<file path="src/rtl/irq_seq_pkg.sv">
package irq_seq_pkg;

    localparam int NUM_MSK = 8;
    localparam logic [15:0] VEC_NMI = 16'h1FFC;
    localparam logic [15:0] VEC_RST = 16'h1FFE;

    typedef enum logic [3:0] {
        S_IDLE, S_PCL, S_PCH, S_X, S_A, S_CC,
        S_VHI, S_VLO, S_VCAP, S_PAD, S_DONE
    } seq_state_t;

    // fixed, irregular priority-to-vector map (index 0 = highest priority)
    function automatic logic [15:0] msk_vector(input int idx);
        case (idx)
            0:       return 16'h1FF8;
            1:       return 16'h1FEC;
            2:       return 16'h1FEA;
            3:       return 16'h1FF6;
            4:       return 16'h1FF4;
            5:       return 16'h1FF2;
            6:       return 16'h1FF0;
            default: return 16'h1FEE;
        endcase
    endfunction

endpackage

</file>
<file path="src/rtl/irq_pend_latch.sv">
module irq_pend_latch #(
    parameter int N = 8
) (
    input  logic         clk,
    input  logic         rst_n,
    input  logic [N-1:0] req,
    input  logic [N-1:0] clr,
    output logic [N-1:0] pend
);

    logic [N-1:0] prev;

    for (genvar i = 0; i < N; i++) begin : g_src
        always_ff @(posedge clk or negedge rst_n) begin
            if (!rst_n) begin
                prev[i] <= 1'b0;
                pend[i] <= 1'b0;
            end else begin
                prev[i] <= req[i];
                // a new edge in the take cycle wins over the clear
                pend[i] <= (pend[i] && !clr[i]) || (req[i] && !prev[i]);
            end
        end

        AST_PEND_HOLD: assert property (@(posedge clk) disable iff (!rst_n)
            (pend[i] && !clr[i]) |=> pend[i]);
    end

endmodule

</file>
<file path="src/rtl/irq_prio_pick.sv">
module irq_prio_pick
    import irq_seq_pkg::*;
#(
    parameter int N = NUM_MSK
) (
    input  logic         clk,
    input  logic         rst_n,
    input  logic [N-1:0] pend,
    input  logic         enable,
    output logic         any,
    output logic [N-1:0] grant,
    output logic [15:0]  vector
);

    always_comb begin
        grant  = '0;
        vector = VEC_NMI;
        for (int i = N - 1; i >= 0; i--) begin
            if (enable && pend[i]) begin
                grant    = '0;
                grant[i] = 1'b1;
                vector   = msk_vector(i);
            end
        end
    end

    assign any = |grant;

    AST_GRANT_ONEHOT: assert property (@(posedge clk) disable iff (!rst_n)
        $onehot0(grant));
    AST_GRANT_SUBSET: assert property (@(posedge clk) disable iff (!rst_n)
        ((grant & ~pend) == '0));

endmodule

</file>
<file path="src/rtl/irq_entry_seq.sv">
module irq_entry_seq
    import irq_seq_pkg::*;
#(
    parameter int          ENTRY_CYCLES = 11,
    parameter logic [15:0] SP_MASK      = 16'h00FF,
    parameter int          I_BIT        = 3
) (
    input  logic        clk,
    input  logic        rst_n,
    input  logic        nmi_req,
    input  logic [7:0]  irq_req,
    input  logic        boundary,
    input  logic [15:0] cur_pc,
    input  logic [7:0]  cur_x,
    input  logic [7:0]  cur_a,
    input  logic [7:0]  cur_cc,
    input  logic [15:0] cur_sp,
    output logic [15:0] mem_addr,
    output logic        mem_we,
    output logic [7:0]  mem_wdata,
    output logic        mem_re,
    input  logic [7:0]  mem_rdata,
    output logic        busy,
    output logic        done,
    output logic [15:0] new_pc,
    output logic [15:0] new_sp,
    output logic [7:0]  new_cc
);

    // five pushes, three vector cycles and the done cycle are fixed
    localparam int PAD_CYCLES = ENTRY_CYCLES - 9;
    localparam int PADW       = $clog2(PAD_CYCLES + 1);
    localparam logic [7:0] I_MASK = 8'(1 << I_BIT);

    seq_state_t state, state_nx;

    logic [PADW-1:0] pad_cnt;
    logic            rst_flag;
    logic [15:0]     ctx_pc, ctx_sp, vec;
    logic [7:0]      ctx_x, ctx_a, ctx_cc, pc_hi, pc_lo;

    logic            nmi_pend;
    logic [NUM_MSK-1:0] msk_pend, msk_grant, msk_clr;
    logic            msk_any;
    logic [15:0]     msk_vec;
    logic            take_nmi, take_msk, take;
    logic [15:0]     sp_dec;

    irq_pend_latch #(.N(1)) u_nmi (
        .clk(clk), .rst_n(rst_n), .req(nmi_req), .clr(take_nmi), .pend(nmi_pend)
    );

    irq_pend_latch #(.N(NUM_MSK)) u_msk (
        .clk(clk), .rst_n(rst_n), .req(irq_req), .clr(msk_clr), .pend(msk_pend)
    );

    irq_prio_pick #(.N(NUM_MSK)) u_pick (
        .clk(clk), .rst_n(rst_n), .pend(msk_pend), .enable(!cur_cc[I_BIT]),
        .any(msk_any), .grant(msk_grant), .vector(msk_vec)
    );

    assign take_nmi = (state == S_IDLE) && boundary && nmi_pend;
    assign take_msk = (state == S_IDLE) && boundary && !nmi_pend && msk_any;
    assign take     = take_nmi || take_msk;
    assign msk_clr  = take_msk ? msk_grant : '0;
    assign sp_dec   = ((ctx_sp - 16'd1) & SP_MASK) | (ctx_sp & ~SP_MASK);

    // next state
    always_comb begin
        state_nx = state;
        unique case (state)
            S_IDLE: state_nx = take ? S_PCL : S_IDLE;
            S_PCL:  state_nx = S_PCH;
            S_PCH:  state_nx = S_X;
            S_X:    state_nx = S_A;
            S_A:    state_nx = S_CC;
            S_CC:   state_nx = S_VHI;
            S_VHI:  state_nx = S_VLO;
            S_VLO:  state_nx = S_VCAP;
            S_VCAP: state_nx = rst_flag ? S_DONE : S_PAD;
            S_PAD:  state_nx = (pad_cnt == PADW'(PAD_CYCLES - 1)) ? S_DONE : S_PAD;
            S_DONE: state_nx = S_IDLE;
            default: state_nx = S_IDLE;
        endcase
    end

    // state register and context datapath
    always_ff @(posedge clk or negedge rst_n) begin
        if (!rst_n) begin
            state    <= S_VHI;
            rst_flag <= 1'b1;
            vec      <= VEC_RST;
            ctx_sp   <= SP_MASK;
            ctx_pc   <= '0;
            ctx_x    <= '0;
            ctx_a    <= '0;
            ctx_cc   <= '0;
            pc_hi    <= '0;
            pc_lo    <= '0;
            pad_cnt  <= '0;
        end else begin
            state <= state_nx;
            unique case (state)
                S_IDLE: begin
                    pad_cnt <= '0;
                    if (take) begin
                        rst_flag <= 1'b0;
                        ctx_pc   <= cur_pc;
                        ctx_x    <= cur_x;
                        ctx_a    <= cur_a;
                        ctx_cc   <= cur_cc;
                        ctx_sp   <= cur_sp;
                        vec      <= take_nmi ? VEC_NMI : msk_vec;
                    end
                end
                S_PCL, S_PCH, S_X, S_A, S_CC: ctx_sp <= sp_dec;
                S_VLO:  pc_hi   <= mem_rdata;
                S_VCAP: pc_lo   <= mem_rdata;
                S_PAD:  pad_cnt <= pad_cnt + 1'b1;
                default: ;
            endcase
        end
    end

    // outputs
    always_comb begin
        mem_we    = 1'b0;
        mem_re    = 1'b0;
        mem_addr  = ctx_sp;
        mem_wdata = '0;
        unique case (state)
            S_PCL: begin mem_we = 1'b1; mem_wdata = ctx_pc[7:0];  end
            S_PCH: begin mem_we = 1'b1; mem_wdata = ctx_pc[15:8]; end
            S_X:   begin mem_we = 1'b1; mem_wdata = ctx_x;        end
            S_A:   begin mem_we = 1'b1; mem_wdata = ctx_a;        end
            S_CC:  begin mem_we = 1'b1; mem_wdata = ctx_cc;       end
            S_VHI: begin mem_re = 1'b1; mem_addr = vec;           end
            S_VLO: begin mem_re = 1'b1; mem_addr = vec + 16'd1;   end
            default: ;
        endcase
    end

    assign busy   = (state != S_IDLE);
    assign done   = (state == S_DONE);
    assign new_pc = {pc_hi, pc_lo};
    assign new_sp = ctx_sp;
    assign new_cc = ctx_cc | I_MASK;

    AST_DONE_PULSE: assert property (@(posedge clk) disable iff (!rst_n)
        done |=> !done);
    AST_DONE_CC_I: assert property (@(posedge clk) disable iff (!rst_n)
        done |-> new_cc[I_BIT]);
    AST_PUSH_STEP: assert property (@(posedge clk) disable iff (!rst_n)
        (mem_we && $past(mem_we)) |->
        ((mem_addr & SP_MASK) == (($past(mem_addr) - 16'd1) & SP_MASK)));
    AST_NO_TAKE_BUSY: assert property (@(posedge clk) disable iff (!rst_n)
        (busy && !done) |=> busy);

endmodule

</file>
<file path="config.mk">
export PLATFORM = sky130hd
export DESIGN_NAME = irq_entry_seq
export DESIGN_NICKNAME = d
export VERILOG_FILES = /design/src/rtl/irq_seq_pkg.sv /design/src/rtl/irq_pend_latch.sv /design/src/rtl/irq_prio_pick.sv /design/src/rtl/irq_entry_seq.sv
export SDC_FILE = /design/constraint.sdc
export NUM_CORES = 1
export LEC_CHECK = 0
export ABC_AREA = 1
export BUFFER_PORTS_ARGS = -buffer_cell sky130_fd_sc_hd__buf_2
export CORE_MARGIN = 4
export CORE_UTILIZATION = 45
export CTS_BUF_LIST = sky130_fd_sc_hd__clkbuf_8
export CTS_CLUSTER_DIAMETER = 50
export CTS_CLUSTER_SIZE = 30
export DETAILED_ROUTE_END_ITERATION = 8
export PLACE_DENSITY = 0.78
export SLEW_MARGIN = 20
export SYNTH_ARGS = -nofsm -noshare
export SYNTH_HDL_FRONTEND = slang
export SYNTH_HIERARCHICAL = 1
export SYNTH_SLANG_ARGS = --single-unit
</file>
<file path="constraint.sdc">
create_clock -name clk -period 4.3 [get_ports clk]
set_input_delay 0.215 -clock clk [delete_from_list [all_inputs] [get_ports clk]]
set_output_delay 0.215 -clock clk [all_outputs]
set_load 0.05 [all_outputs]
</file>
==> impl_results.md <==
- Count leader, synth: nand2_1
- RSZ-0062 raised after global routing: false
- Die height: 123 µm
- TNS Setup: 0 ps
- Top-area cell type share of the netlist area: 38.0%
- Core area: 12800 µm²
- Initial antenna violation count: 0
- Die width: 123 µm
- Net count, final: 1062
- HPWL after DPL: 10500 µm
- Overall routing resource usage: 21.1%
- Asr flop ratio synth: 100%
- #FFs+latches synth: 113
- Final setup viols: 0
- # fillers: 1167
- Gr ovfl total: 0
- Least-Margin Pin Slew: 856 ps
- VDD IR max: 0.490 mV
- Crit path largest cell delay: 550 ps
- Final GP Congestion: 0.891
- Headroom to the max-slew limit: 42.8%
- ANT cells: 0
- Post-synthesis cell count: 796
- Final Skew: 16.3 ps
- Req. time, crit path: 4090 ps
- Avg Cell Area, Syn: 7.45 µm²
- Via density: 4.77
- PwrDens: 834 nW/µm²
- WL/cell: 13.1 µm
- Clock latency on the worst-skew pair: 430 ps
- Post-synth EDFFs: 0
- Placed cells: 1079
- Leak: 4.02 nW
- Max Buffers Root-to-Sink: 2
- First-pass GRT wire length: 25100 µm
- First DRT Iteration DRCs: 405
- Pin count of the biggest net entering global routing: 89
- Crit-path slowest cell: dfstp_2
- CTS Sinks: 113
- H-tree Lvls: 4
- Final wirelength: 15300 µm
- TritonCTS clock tree: built
- Share of layout cells above drive strength 1: 21.8%
- Hold WC Path Type: input port to flop
- Max FO, Critical Path: 19
- CP dominant cell by count: inv_1
- Final Hold Violating Endpoints: 0
- Maxcap violations: 0
- Kind of critical path: flop to output pin
- Largest area contributor in the netlist: dfrtp_1
- Synth warnings: 6
- Post-CTS Setup Bufs: 0
- TritonRoute pass-1 iters: 5
- Synth unique cells: 36
- DRC: 0
- Min Tclk post-route: 2860 ps
- Tcrit/Tclk final: 66.4%
- Syn Std Cell Area: 5930 µm²
- IO buf count: 142
- Most instantiated cells after synthesis: 256 x nand2_1, 120 x inv_1, 90 x dfrtp_1
- CP Launch Type: flop
- Top FF cell, synth: dfrtp_1
- Non-filler instance count after layout: 1168
- Synth top area cells: dfrtp_1 38%, nand2_1 16%, dfstp_2 10%, inv_1 7.6%, o21ai_0 7.0%
- Max Clk Rate: 350 MHz
- Setup crit end kind: output pin
- Clock transition at path regs: 70 ps
- ANT nets after route: 0
- Run status: finished, final reports clean
- Max Slew Vio Count: 0
- Initial Util: 46.4%
- Vias in the first global route: 5355
- Hold slack: 54.4 ps
- Die ar.: 15100 µm²
- Syn-to-layout area delta: 28.3%
- Post-synthesis sequential area ratio: 48.2%
- Critical Path AT: 2640 ps
- CTS Buf Count: 17
- IO Pins: 144
- Site Rows: 41
- CP cell instances: inv_1, nor2_2, nand3_2, inv_1, nand3_1, o221ai_1, buf_2
- Root buffer cell: clkbuf_8
- Routed vias: 5575
-- power breakdown --
part / switching, W / total [W] / leakage (nW) / internal [W]
sequential: 0.000289 / 0.00185 / 1.32 / 0.00156
combinational: 0.00264 / 0.00348 / 2.49 / 0.000841
clock: 0.000419 / 0.00101 / 0.211 / 0.000594
-- layer usage --
layer	GRT usage, %	part of all wire [%]	vias to the layer above
met5	0	0	-
met4	7.14	2.3	0
met3	4.70	5.1	31
met2	35.9	49	173
met1	26.7	44	2553
li1	-	-	2818
-- kinds of logic (layout without fill, tap and decap cells) --
logic type | Yosys count | in the layout | share of synthesized area [%]
AOI/OAI and AO/OA | 125 | 125 | 11.6
xor gates and xnor gates | 2 | 2 | 0.295
adders and majority gates | 3 | 3 | 0.633
buffers and inverters | 167 | 357 | 12.8
DFF | 113 | 113 | 48.2
other | 3 | 13 | 0.190
and+or+nand+nor | 383 | 383 | 26.4
-- flip-flops by register name (all words and copies together), names as in the netlist --
register    cells
pad_cnt         2
pc_hi           8
u_msk/prev      8
ctx_pc         16
ctx_a           8
pc_lo           8
u_msk/pend      8
rst_flag        1
new_sp         16
u_nmi/prev      1
ctx_x           8
vec            16
ctx_cc          8
state           4
u_nmi/pend      1
-- timing repair --
| item | in CTS | in global routing |
|---|---|---|
| resized for setup | 0 | 0 |
| hold buffers | 57 | 0 |
| hold endpoints to repair | 67 | 0 |
-- cell type report --
class                   count  area, µm²  area share (%)
multi-input cells         526       2360            31.0
clock buffers              19        262            3.44
inverters                 124        469            6.17
flip-flops and latches    113       2860            37.5
well taps                 172        215            2.83
clock inverters            13        148            1.94
repair buffers            201       1300            17.1
-- cells in the final DEF (no fill, tap or decap), types with 11 or more instances in the layout --
master         netlist  routed
conb_1               3      13
a21oi_1             12      12
dlygate4sd3_1        0      57
buf_2               11     141
o22ai_1             11      11
dfstp_2             23      23
clkbuf_8             0      19
dfrtp_1             90      90
nand2_1            256     256
nor2_1              69      69
o21ai_0             83      83
nand3_1             33      33
inv_1              120     123
-- per-stage QoR --
step | cell area, µm² | util [%] | total power (W) | worst slack [ps]
after floorplan | 5970 | - | 0.00457 | 2100
after global placement | 6630 | 51.9 | 0.00525 | 1800
after detailed placement | 6630 | 51.9 | 0.00530 | 1680
after CTS | 7600 | 59.5 | 0.00638 | 1420
after global routing | 7610 | 59.6 | 0.00678 | 1190
final | 7610 | 59.6 | 0.00635 | 1440
-- worst max-delay path, delay by kind of cell, from the launching register on --
family / cells / cell delay, ps
AND/OR/NAND/NOR: 3 / 720
flip-flops: 1 / 550
AO/OA/AOI/OAI: 1 / 110
buffers and inverters: 3 / 840
-- path summary, 6_finish.rpt --
check | from | to | slack [ps] | cells after the start
max | state[2] | mem_addr[3] | 1440 | 7
max in group asynchronous | rst_n | rst_flag | 2970 | 3
min reg2reg | u_msk/prev[5] | u_msk/pend[5] | 470 | 3
min | mem_rdata[1] | pc_lo[1] | 50 | 3
min in group asynchronous | rst_n | new_sp[8] | 400 | 2
max reg2reg | u_msk/pend[3] | new_sp[7] | 1980 | 10
No activity file was read; power rests on OpenSTA's default activity.
